File: src/rtl/dcp_pkg.sv
package dcp_pkg;
   localparam int NUM_PORTS = 2;
   localparam int SIZE_W    = 3;
   localparam int QW_BYTES  = 8;
   localparam logic [SIZE_W-1:0] SZ_QUAD = 3'd3;

   typedef logic [QW_BYTES-1:0] bmask_t;

   function automatic bmask_t span_of(input logic [SIZE_W-1:0] sz);
      case (sz)
         3'd0:    span_of = 8'h01;
         3'd1:    span_of = 8'h03;
         3'd2:    span_of = 8'h0F;
         default: span_of = 8'hFF;
      endcase
   endfunction
endpackage

File: src/rtl/dcp_req_check.sv
module dcp_req_check
   import dcp_pkg::*;
#(
   parameter int ADDR_W = 32
) (
   input  logic              valid,
   input  logic [ADDR_W-1:0] addr,
   input  logic [SIZE_W-1:0] size,
   output logic              good,
   output logic              bad,
   output bmask_t            bytes
);
   logic misalign;
   logic oversize;

   always_comb begin
      oversize = (size > SZ_QUAD);
      case (size)
         3'd1:    misalign = addr[0];
         3'd2:    misalign = |addr[1:0];
         3'd3:    misalign = |addr[2:0];
         default: misalign = 1'b0;
      endcase
      bad   = valid & (oversize | misalign);
      good  = valid & ~(oversize | misalign);
      bytes = span_of(size) << addr[2:0];
   end
endmodule

File: src/rtl/dcp_pair_rules.sv
module dcp_pair_rules
   import dcp_pkg::*;
#(
   parameter int ADDR_W = 32
) (
   input  logic [ADDR_W-1:0] addr_a,
   input  logic [ADDR_W-1:0] addr_b,
   input  logic [SIZE_W-1:0] size_a,
   input  logic [SIZE_W-1:0] size_b,
   input  logic              wr_a,
   input  logic              wr_b,
   input  bmask_t            bytes_a,
   input  bmask_t            bytes_b,
   output logic              pair_ok
);
   logic same_ow, same_qw, quad_a, quad_b, disjoint;

   always_comb begin
      same_ow  = (addr_a[ADDR_W-1:4] == addr_b[ADDR_W-1:4]);
      same_qw  = (addr_a[ADDR_W-1:3] == addr_b[ADDR_W-1:3]);
      quad_a   = (size_a == SZ_QUAD);
      quad_b   = (size_b == SZ_QUAD);
      disjoint = ((bytes_a & bytes_b) == '0);
      if (!wr_a && !wr_b)
         pair_ok = 1'b1;
      else if (wr_a && wr_b) begin
         if (quad_a && quad_b)
            pair_ok = same_ow;
         else if (!quad_a && !quad_b)
            pair_ok = same_qw & disjoint;
         else
            pair_ok = 1'b0;
      end else
         pair_ok = same_ow;
   end
endmodule

File: src/rtl/dcp_grant_regs.sv
module dcp_grant_regs
   import dcp_pkg::*;
#(
   parameter int ADDR_W = 32
) (
   input  logic                                 clk,
   input  logic                                 rst_n,
   input  logic [NUM_PORTS-1:0]                 take,
   input  logic [NUM_PORTS-1:0]                 reject,
   input  logic                                 conflict,
   input  logic [NUM_PORTS-1:0][ADDR_W-1:0]     addr,
   input  logic [NUM_PORTS-1:0][SIZE_W-1:0]     size,
   input  logic [NUM_PORTS-1:0]                 wr,
   output logic                                 second_older,
   output logic [NUM_PORTS-1:0]                 out_valid,
   output logic [NUM_PORTS-1:0][ADDR_W-1:0]     out_addr,
   output logic [NUM_PORTS-1:0][SIZE_W-1:0]     out_size,
   output logic [NUM_PORTS-1:0]                 out_wr,
   output logic [NUM_PORTS-1:0]                 out_err
);
   always_ff @(posedge clk or negedge rst_n) begin
      if (!rst_n)
         second_older <= 1'b0;
      else
         second_older <= conflict ? ~second_older : 1'b0;
   end

   for (genvar p = 0; p < NUM_PORTS; p++) begin : g_lane
      always_ff @(posedge clk or negedge rst_n) begin
         if (!rst_n) begin
            out_valid[p] <= 1'b0;
            out_err[p]   <= 1'b0;
            out_addr[p]  <= '0;
            out_size[p]  <= '0;
            out_wr[p]    <= 1'b0;
         end else begin
            out_valid[p] <= take[p];
            out_err[p]   <= reject[p];
            if (take[p]) begin
               out_addr[p] <= addr[p];
               out_size[p] <= size[p];
               out_wr[p]   <= wr[p];
            end
         end
      end


      err_not_granted_chk: assert property (@(posedge clk) disable iff (!rst_n)
         out_err[p] |-> !out_valid[p]);
   end
endmodule

File: src/rtl/dcp_pair_arb.sv
module dcp_pair_arb
   import dcp_pkg::*;
#(
   parameter int ADDR_W = 32
) (
   input  logic                             clk,
   input  logic                             rst_n,
   input  logic [1:0]                       in_valid,
   output logic [1:0]                       in_ready,
   input  logic [1:0][ADDR_W-1:0]           in_addr,
   input  logic [1:0][2:0]                  in_size,
   input  logic [1:0]                       in_wr,
   output logic [1:0]                       out_valid,
   output logic [1:0][ADDR_W-1:0]           out_addr,
   output logic [1:0][2:0]                  out_size,
   output logic [1:0]                       out_wr,
   output logic [1:0]                       out_err
);
   if (ADDR_W < 4) begin : g_addr_w_chk
      $error("dcp_pair_arb: ADDR_W must be at least 4");
   end
   if (NUM_PORTS != 2 || SIZE_W != 3) begin : g_shape_chk
      $error("dcp_pair_arb: package shape does not match the port list");
   end

   logic [NUM_PORTS-1:0] good, bad, take;
   bmask_t               bytes [NUM_PORTS];
   logic                 pair_ok, conflict, second_older;

   for (genvar p = 0; p < NUM_PORTS; p++) begin : g_chk
      dcp_req_check #(.ADDR_W(ADDR_W)) chk_i (
         .valid (in_valid[p]),
         .addr  (in_addr[p]),
         .size  (in_size[p]),
         .good  (good[p]),
         .bad   (bad[p]),
         .bytes (bytes[p])
      );
   end

   dcp_pair_rules #(.ADDR_W(ADDR_W)) rules_i (
      .addr_a  (in_addr[0]),
      .addr_b  (in_addr[1]),
      .size_a  (in_size[0]),
      .size_b  (in_size[1]),
      .wr_a    (in_wr[0]),
      .wr_b    (in_wr[1]),
      .bytes_a (bytes[0]),
      .bytes_b (bytes[1]),
      .pair_ok (pair_ok)
   );

   always_comb begin
      conflict    = good[0] & good[1] & ~pair_ok;
      in_ready[0] = ~(conflict & second_older);
      in_ready[1] = ~(conflict & ~second_older);
      take        = good & in_ready;
   end

   dcp_grant_regs #(.ADDR_W(ADDR_W)) regs_i (
      .clk          (clk),
      .rst_n        (rst_n),
      .take         (take),
      .reject       (bad),
      .conflict     (conflict),
      .addr         (in_addr),
      .size         (in_size),
      .wr           (in_wr),
      .second_older (second_older),
      .out_valid    (out_valid),
      .out_addr     (out_addr),
      .out_size     (out_size),
      .out_wr       (out_wr),
      .out_err      (out_err)
   );


   read_pair_chk: assert property (@(posedge clk) disable iff (!rst_n)
      (good == 2'b11 && in_wr == 2'b00) |-> (in_ready == 2'b11));


   held_port0_chk: assert property (@(posedge clk) disable iff (!rst_n)
      (in_valid[0] && !in_ready[0]) |=> (in_ready[0] || !in_valid[0]));


   held_port1_chk: assert property (@(posedge clk) disable iff (!rst_n)
      (in_valid[1] && !in_ready[1]) |=> (in_ready[1] || !in_valid[1]));


   paired_write_ow_chk: assert property (@(posedge clk) disable iff (!rst_n)
      (out_valid == 2'b11 && (out_wr != 2'b00) &&
       !(out_wr == 2'b11 && out_size[0] != 3'd3))
      |-> (out_addr[0][ADDR_W-1:4] == out_addr[1][ADDR_W-1:4]));


   one_stall_chk: assert property (@(posedge clk) disable iff (!rst_n)
      in_ready != 2'b00);
endmodule

File: config.mk
export PLATFORM = sky130hd
export DESIGN_NAME = dcp_pair_arb
export DESIGN_NICKNAME = d
export VERILOG_FILES = /design/src/rtl/dcp_pkg.sv /design/src/rtl/dcp_req_check.sv /design/src/rtl/dcp_pair_rules.sv /design/src/rtl/dcp_grant_regs.sv /design/src/rtl/dcp_pair_arb.sv
export SDC_FILE = /design/constraint.sdc
export NUM_CORES = 1
export LEC_CHECK = 0
export BUFFER_PORTS_ARGS = -buffer_cell sky130_fd_sc_hd__buf_2
export CORE_MARGIN = 4
export CORE_UTILIZATION = 49
export DETAILED_ROUTE_END_ITERATION = 8
export PLACE_DENSITY = 0.8
export SYNTH_ARGS = -nofsm -noshare
export SYNTH_HDL_FRONTEND = slang
export SYNTH_HIERARCHICAL = 1
export SYNTH_SLANG_ARGS = --single-unit
File: constraint.sdc
create_clock -name clk -period 3.4 [get_ports clk]
set_clock_uncertainty 0.2 [all_clocks]
set_input_delay 0.68 -clock clk [delete_from_list [all_inputs] [get_ports clk]]
set_output_delay 0.68 -clock clk [all_outputs]
set_load 0.005 [all_outputs]
==> run summary, run 1 <==
Required @ worst endpoint -> 2.52 ns
Synth top area share -> 47.63%
Sequential area share after synthesis -> 47.63%
WP data arrival -> 2.66 ns
Avg Cell Area, Syn -> 13.90 sq um
Final setup vio count -> 8
Outcome -> finished with violations
Pre-antenna DRT Iters -> 4
Netlist cell types -> 43
Core Rows -> 32
Crit end category -> output pin
Global-route usage over all layers -> 22.66%
Antenna violations before repair -> 0
Pwr per Cell Area -> 503.0 mW/mm^2
Clock Latency Late Sink -> 0.34 ns
Setup WS post-layout -> -0.1369 ns
Wire per inst -> 19.07 microns
Post-route insts no fill -> 592
Dpl hpwl -> 7697 microns
Critical Path Max Stage Delay -> 0.33 ns
EDFF count, synth -> 0
Failing checks -> setup timing
Synth Cell Area -> 0.004045 sq mm
Initial Util -> 51.28%
Ys flop type -> dfrtp_1
Die Y-Extent -> 98.86 microns
Largest net degree at the start of global routing -> 78
Minimum clock period after layout -> 3.537 ns
Slew Limit Fails -> 0
DRC -> 0
Most common library cells after synthesis -> dfrtp_1, mux2_4, xor2_1
Initial detailed-routing violation count -> 85
Fmax -> 282.7 MHz
Synth Register Bits -> 77
Final Cell Area -> 0.005736 sq mm
Worst-path clk slew -> 0.09 ns
Max Cap Viol -> 0
Worst setup SP type -> input pin
Nets -> 561
Total number of vias -> 3132
First-pass GRT wire length -> 17660 microns
Area leader, netlist -> dfrtp_1
Filler cells -> 542
Die Area -> 0.009773 sq mm
Worst-path fanout max -> 8
Yosys warns -> 6
CTS tree -> yes
Largest cells by area after synthesis -> dfrtp_1, mux2_4, xor2_1, mux2_2, buf_12
CP Cell Sequence -> buf_4 -> buf_6 -> buf_4 -> nand3_1 -> o41ai_4 -> nor2_1 -> a22oi_1 -> and4_1 -> a211oi_2 -> o32ai_2 -> and3b_2 -> nand2b_4 -> buf_6
DP Area -> 0.005034 sq mm
Inserted Clock Buffers -> 9
Number of global-route vias before repair -> 3452
Root Driver -> clkbuf_8
RSZ-0062 raised after global routing -> yes
Slew HR -> 36.50%
Tot Pwr -> 2885 uW
Syn Nets -> 367
Routability cong. -> 0.8428
CTS Sinks -> 77
Lkg Pwr -> 0.002770 uW
Routed Antenna Nets -> 0
Share of layout cells above drive strength 1 -> 66.94%
Worst Hold Class -> in2async
Final period utilization -> 104.0%
Via-to-Cell Ratio -> 5.291
Async set-reset flop share out of synthesis -> 100.0%
Core region area -> 0.007888 sq mm
Inst Count DP -> 560
Crit Path Category -> in2out
Worst vdd ir -> 0.2597 mV
Total grt overflow -> 0
Die X-Extent -> 98.86 microns
CP max-delay cell -> o32ai_2
Count leader, synth -> dfrtp_1
Post-Syn Instances -> 291
Endpoints failing hold -> 0
Number of diodes -> 0
Worst slew pin tran -> 0.9525 ns
Depth of the CTS H-tree -> 3
IO Port Bufs -> 153
Post-route setup TNS -> -0.3269 ns
Num ports -> 154
Final WL -> 11290 microns
CTS Buffer Depth -> 2
Area Overhead vs Synth -> 41.79%
==> metal layers <==
metal,vias to the layer above,global-route usage [%],share of wire (%)
li1,1448,-,-
met1,1533,28.82,42
met2,127,36.98,50
met3,24,4.742,5.8
met4,0,10.50,2.5
met5,-,0,0
==> state kept, by name, indices dropped and copies added, names as in the netlist <==
signal	count
regs_i/out_addr	64
regs_i/out_err	2
regs_i/out_size	6
regs_i/out_valid	2
regs_i/out_wr	2
regs_i/second_older	1
==> power breakdown <==
part | internal [uW] | total [uW] | switching [uW]
Clock | 424 | 787 | 363
Sequential | 1120 | 1240 | 116
Combinational | 525 | 860 | 335
==> logic make-up (layout without fill, tap and decap cells) <==
logic type | Yosys count | in the layout | synth area share (%)
buf+inv | 20 | 219 | 5.382
mux | 72 | 72 | 25.61
xor+xnor | 29 | 29 | 6.279
flops | 77 | 77 | 47.63
compound gates | 35 | 35 | 6.898
simple gates | 58 | 58 | 8.197
==> worst max-delay path, delay by kind of cell <==
kind	cells	cell delay (ns)
simple gates	5	0.84
compound gates	4	0.63
buf+inv	4	0.51
==> layout by cell type (no fill, tap or decap), types with 3 or more instances in the layout <==
cell,count
nand2_1,7
nor3_1,3
mux2_4,61
a21oi_2,3
a211oi_2,3
a21oi_1,3
or2_4,4
nor2b_1,3
clkbuf_8,9
buf_12,5
nor2_1,10
mux2_2,11
buf_6,18
nor4_1,8
buf_4,34
buf_2,141
xor2_1,28
nand3_1,3
dfrtp_1,77
==> final cells by class <==
type / instances / area, sq um / area share [%]
clock buffer: 9 / 123.9 / 2.160
clock inverter: 7 / 103.9 / 1.811
inverter: 2 / 10.01 / 0.1745
multi-input combinational: 194 / 2115 / 36.87
sequential: 77 / 1927 / 33.60
tap: 102 / 127.6 / 2.225
timing repair buffer: 201 / 1329 / 23.17
==> path summary, 6_finish.rpt <==
path / from / to / slack [ns] / cells after the start
min: rst_n / regs_i/out_addr[15]$_DFFE_PN0P_ / 0.27 / 1
max reg2reg: regs_i/second_older$_DFF_PN0_ / regs_i/out_wr[1]$_DFFE_PN0P_ / 1.70 / 5
min in group clk: regs_i/out_size[4]$_DFFE_PN0P_ / regs_i/out_size[4]$_DFFE_PN0P_ / 0.31 / 1
max in group asynchronous: rst_n / regs_i/out_err[0]$_DFF_PN0_ / 2.10 / 1
max: in_addr[33] / in_ready[1] / -0.14 / 13
min reg2reg: regs_i/out_size[4]$_DFFE_PN0P_ / regs_i/out_size[4]$_DFFE_PN0P_ / 0.31 / 1
==> through the flow <==
stage / hold WS, ns / worst slack (ns) / utilization (%)
global route: 0.3269 / -0.2234 / 72.72
global placement: 0.2860 / -0.1910 / 63.82
CTS: 0.3116 / -0.02010 / 70.81
finish: 0.2747 / -0.1369 / 72.72
floorplan: 0.1844 / 0.03890 / -
detailed placement: 0.2906 / -0.2675 / 63.82
==> timing repair <==
item / 4_1_cts / 5_1_grt
setup endpoints to repair: 2 / 3
hold buffers: 0 / 0
resized for setup: 62 / 11
buffers inserted: 10 / 4
pin swaps: 24 / 13
gates cloned: 0 / 2
Note: power is estimated with default switching activity, not from simulation.
==> run 2: changes to the inputs <==
--- a/config.mk
+++ b/config.mk
@@ -6,11 +6,10 @@
 export NUM_CORES = 1
 export LEC_CHECK = 0
 export BUFFER_PORTS_ARGS = -buffer_cell sky130_fd_sc_hd__buf_2
-export CORE_MARGIN = 4
+export CORE_MARGIN = 2
 export CORE_UTILIZATION = 49
 export DETAILED_ROUTE_END_ITERATION = 8
-export PLACE_DENSITY = 0.8
+export PLACE_DENSITY = 0.81
 export SYNTH_ARGS = -nofsm -noshare
 export SYNTH_HDL_FRONTEND = slang
-export SYNTH_HIERARCHICAL = 1
 export SYNTH_SLANG_ARGS = --single-unit
==> run 2 against run 1 <==
Largest power group unchanged. The flow now finishes without violations. Utilization down 8.3 points. Cell area is 14% lower. Sequential cell count unchanged. Largest cell class is now registers.
==> run summary, run 2 <==
Worst slew pin tran -> 0.9285 ns (was 0.9525 ns)
Most flop-heavy register -> regs_i.out_addr (was regs_i/out_addr)
Initial detailed-routing violation count -> 128 (was 85)
Max Cap Viol -> 0 (unchanged)
Inst Count DP -> 536 (was 560)
Share of layout cells above drive strength 1 -> 57.02% (was 66.94%)
Total number of vias -> 2986 (was 3132)
EDFF count, synth -> 0 (unchanged)
Post-Syn Instances -> 289 (was 291)
Outcome -> complete, no violations (was finished with violations)
Dpl hpwl -> 6996 microns (was 7697 microns)
WP data arrival -> 2.42 ns (was 2.66 ns)
Crit end category -> output pin (unchanged)
Global-route usage over all layers -> 21.85% (was 22.66%)
Antenna violations before repair -> 0 (unchanged)
Hold Buf Count CTS -> 0 (unchanged)
Post-route setup TNS -> 0 ns (was -0.3269 ns)
Synth Area in Adders -> 0% (unchanged)
FF-to-FF path depth -> 5 (unchanged)
Final period utilization -> 97.19% (was 104.0%)
Synth top area share -> 50.43% (was 47.63%)
Die X-Extent -> 92.31 microns (was 98.86 microns)
Initial Util -> 49.97% (was 51.28%)
Required @ worst endpoint -> 2.52 ns (about the same)
Filler cells -> 626 (was 542)
Flip-flop count of the largest register after layout -> 64 (unchanged)
Synth Area in Compound Gates -> 9.528% (was 6.898%)
Worst vdd ir -> 0.3419 mV (was 0.2597 mV)
Post-Synth Simple-Gate Area -> 6.221% (was 8.197%)
Netlist cell types -> 43 (unchanged)
Slew Limit Fails -> 0 (unchanged)
Number of diodes -> 0 (unchanged)
Pwr per Cell Area -> 536.2 mW/mm^2 (was 503.0 mW/mm^2)
Minimum clock period after layout -> 3.304 ns (was 3.537 ns)
Crit Path Category -> in2out (unchanged)
Inserted Clock Buffers -> 9 (unchanged)
Largest net degree at the start of global routing -> 78 (unchanged)
RSZ-0062 raised after global routing -> no (was yes)
Die Y-Extent -> 92.31 microns (was 98.86 microns)
Area Overhead vs Synth -> 28.95% (was 41.79%)
Pre-antenna DRT Iters -> 4 (unchanged)
Core Rows -> 32 (unchanged)
Async set-reset flop share out of synthesis -> 100.0% (unchanged)
Core region area -> 0.007647 sq mm (was 0.007888 sq mm)
Most common library cells after synthesis -> dfrtp_1, mux2_2, xor2_1 (was dfrtp_1, mux2_4, xor2_1)
CTS tree -> yes (unchanged)
Total grt overflow -> 0 (unchanged)
Internal -> 1922 uW (was 2070 uW)
Endpoints failing hold -> 0 (unchanged)
Worst-path clk slew -> 0.09 ns (about the same)
Num ports -> 154 (unchanged)
Syn Nets -> 365 (was 367)
Via-to-Cell Ratio -> 5.419 (was 5.291)
CTS Buffer Depth -> 2 (unchanged)
DRC -> 0 (unchanged)
Nets -> 521 (was 561)
Mux contribution to synthesized area -> 23.38% (was 25.61%)
Largest registers -> regs_i.out_addr x64, regs_i.out_size x6 (was regs_i/out_addr x64, regs_i/out_size x6)
Area leader, netlist -> dfrtp_1 (unchanged)
Most common cell after layout, fill and taps aside -> buf_2 (unchanged)
IO Port Bufs -> 153 (unchanged)
Ys flop type -> dfrtp_1 (unchanged)
Lkg Pwr -> 0.002375 uW (was 0.002770 uW)
Most frequent cells in the layout -> buf_2, dfrtp_1, mux2_2, xor2_1, mux2_4 (was buf_2, dfrtp_1, mux2_4, buf_4, xor2_1)
Number of global-route vias before repair -> 3109 (was 3452)
Yosys warns -> 0 (was 6)
Root Driver -> clkbuf_8 (unchanged)
Post-route insts no fill -> 551 (was 592)
CTS Sinks -> 77 (unchanged)
Largest family of logic cells by synthesized area -> multiplexers (unchanged)
Slew HR -> 38.10% (was 36.50%)
Gate power share -> 25.5% (was 29.8%)
Switching Fraction -> 27.27% (was 28.23%)
Final setup vio count -> 0 (was 8)
Fmax -> 302.6 MHz (was 282.7 MHz)
Routed Antenna Nets -> 0 (unchanged)
Die Area -> 0.008520 sq mm (was 0.009773 sq mm)
NetSw -> 720.5 uW (was 814.6 uW)
Largest cells by area after synthesis -> dfrtp_1, mux2_2, mux2_4, xor2_1, nor4_1 (was dfrtp_1, mux2_4, xor2_1, mux2_2, buf_12)
Count leader, synth -> dfrtp_1 (unchanged)
Depth of the CTS H-tree -> 3 (unchanged)
Worst Hold Class -> in2async (unchanged)
Clock Latency Late Sink -> 0.34 ns (about the same)
Synth Register Bits -> 77 (unchanged)
Sequential area share after synthesis -> 50.43% (was 47.63%)
Clock power share -> 28.4% (was 27.3%)
Wire per inst -> 16.89 microns (was 19.07 microns)
Worst setup SP type -> input pin (unchanged)
Worst-path fanout max -> 9 (was 8)
Avg Cell Area, Syn -> 13.22 sq um (was 13.90 sq um)
Flop pwr share -> 46.1% (was 42.9%)
Final WL -> 9307 microns (was 11290 microns)
Routability cong. -> 1.090 (was 0.8428)
Post-Synth XOR/XNOR Area -> 6.647% (was 6.279%)
First-pass GRT wire length -> 14430 microns (was 17660 microns)
Synth Cell Area -> 0.003821 sq mm (was 0.004045 sq mm)
## run 2: timing repair
item                                    4_1_cts  5_1_grt
endpoints found under the setup margin        0        2
resized for setup                             0        4
buffers inserted                              0        0
## run 2: path summary, 6_finish.rpt
| check | start | endpoint | slack [ns] |
|---|---|---|---|
| max | in_size[0] | in_ready[0] | 0.1 |
| max in group asynchronous | rst_n | regs_i.out_addr[34]$_DFFE_PN0P_ | 2.13 |
| max reg2reg | regs_i.second_older$_DFF_PN0_ | regs_i.out_addr[51]$_DFFE_PN0P_ | 1.43 |
| min in group clk | regs_i.out_size[5]$_DFFE_PN0P_ | regs_i.out_size[5]$_DFFE_PN0P_ | 0.30 |
| min | rst_n | regs_i.out_addr[40]$_DFFE_PN0P_ | 0.28 |
| min reg2reg | regs_i.out_size[5]$_DFFE_PN0P_ | regs_i.out_size[5]$_DFFE_PN0P_ | 0.30 |
## run 2: per-layer routing
layer / GRT usage (%) / up-vias / wire, microns / part of all wire [%]
met4: 9.577 / 0 / 259 / 2.8
met3: 6.428 / 26 / 752 / 8.1
met5: 0 / - / 0 / 0
met2: 37.10 / 159 / 4627 / 50
li1: - / 1364 / - / -
met1: 25.70 / 1437 / 3667 / 39
## run 2: critical path: stages
cell     delay (ns)
buf_2          0.14
nor4_1         0.40
o22ai_1        0.16
a22o_1         0.21
nor4_2         0.27
nand2_2        0.17
a31oi_2        0.25
buf_2          0.14
## run 2: layout make-up
class	instances	area, sq um	area share (%)
Multi-Input combinational cell	186	1765	35.83
Clock inverter	5	85.08	1.727
Inverter	9	33.78	0.6856
Clock buffer	10	127.6	2.590
Tap cell	102	127.6	2.590
Timing Repair Buffer	162	860.8	17.47
Sequential cell	77	1927	39.11
## run 2: stage by stage
stage / cell area (sq um) / utilization, % / setup WS (ns) / total power [uW] / hold slack [ns]
6_report: 4927 / 64.43 / 0.09555 / 2642 / 0.2753
5_1_grt: 4927 / 64.43 / 0.001161 / 2784 / 0.3195
4_1_cts: 4911 / 64.22 / 0.1165 / 2669 / 0.2984
3_5_place_dp: 4698 / 61.44 / 0.0005398 / 1912 / 0.2842
3_3_place_gp: 4698 / 61.44 / 0.06197 / 1878 / 0.2789
2_1_floorplan: 3821 / - / 0.2187 / 1558 / 0.1844
## run 2: logic make-up (layout without fill, tap and decap cells)
family,after synthesis,after routing
AND/OR/NAND/NOR,41,41
XOR/XNOR,29,29
buffers and inverters,26,186
AO/OA/AOI/OAI,46,46
flip-flops,77,77
multiplexers,70,70
## run 2: power by group through the flow
stage | clock network (uW) | registers [uW] | logic [uW]
after global placement | 0 | 1220 | 657
after global routing | 810 | 1240 | 732
after floorplan | 0 | 1240 | 316
final | 750 | 1220 | 673
after detailed placement | 0 | 1230 | 681
after CTS | 769 | 1220 | 681
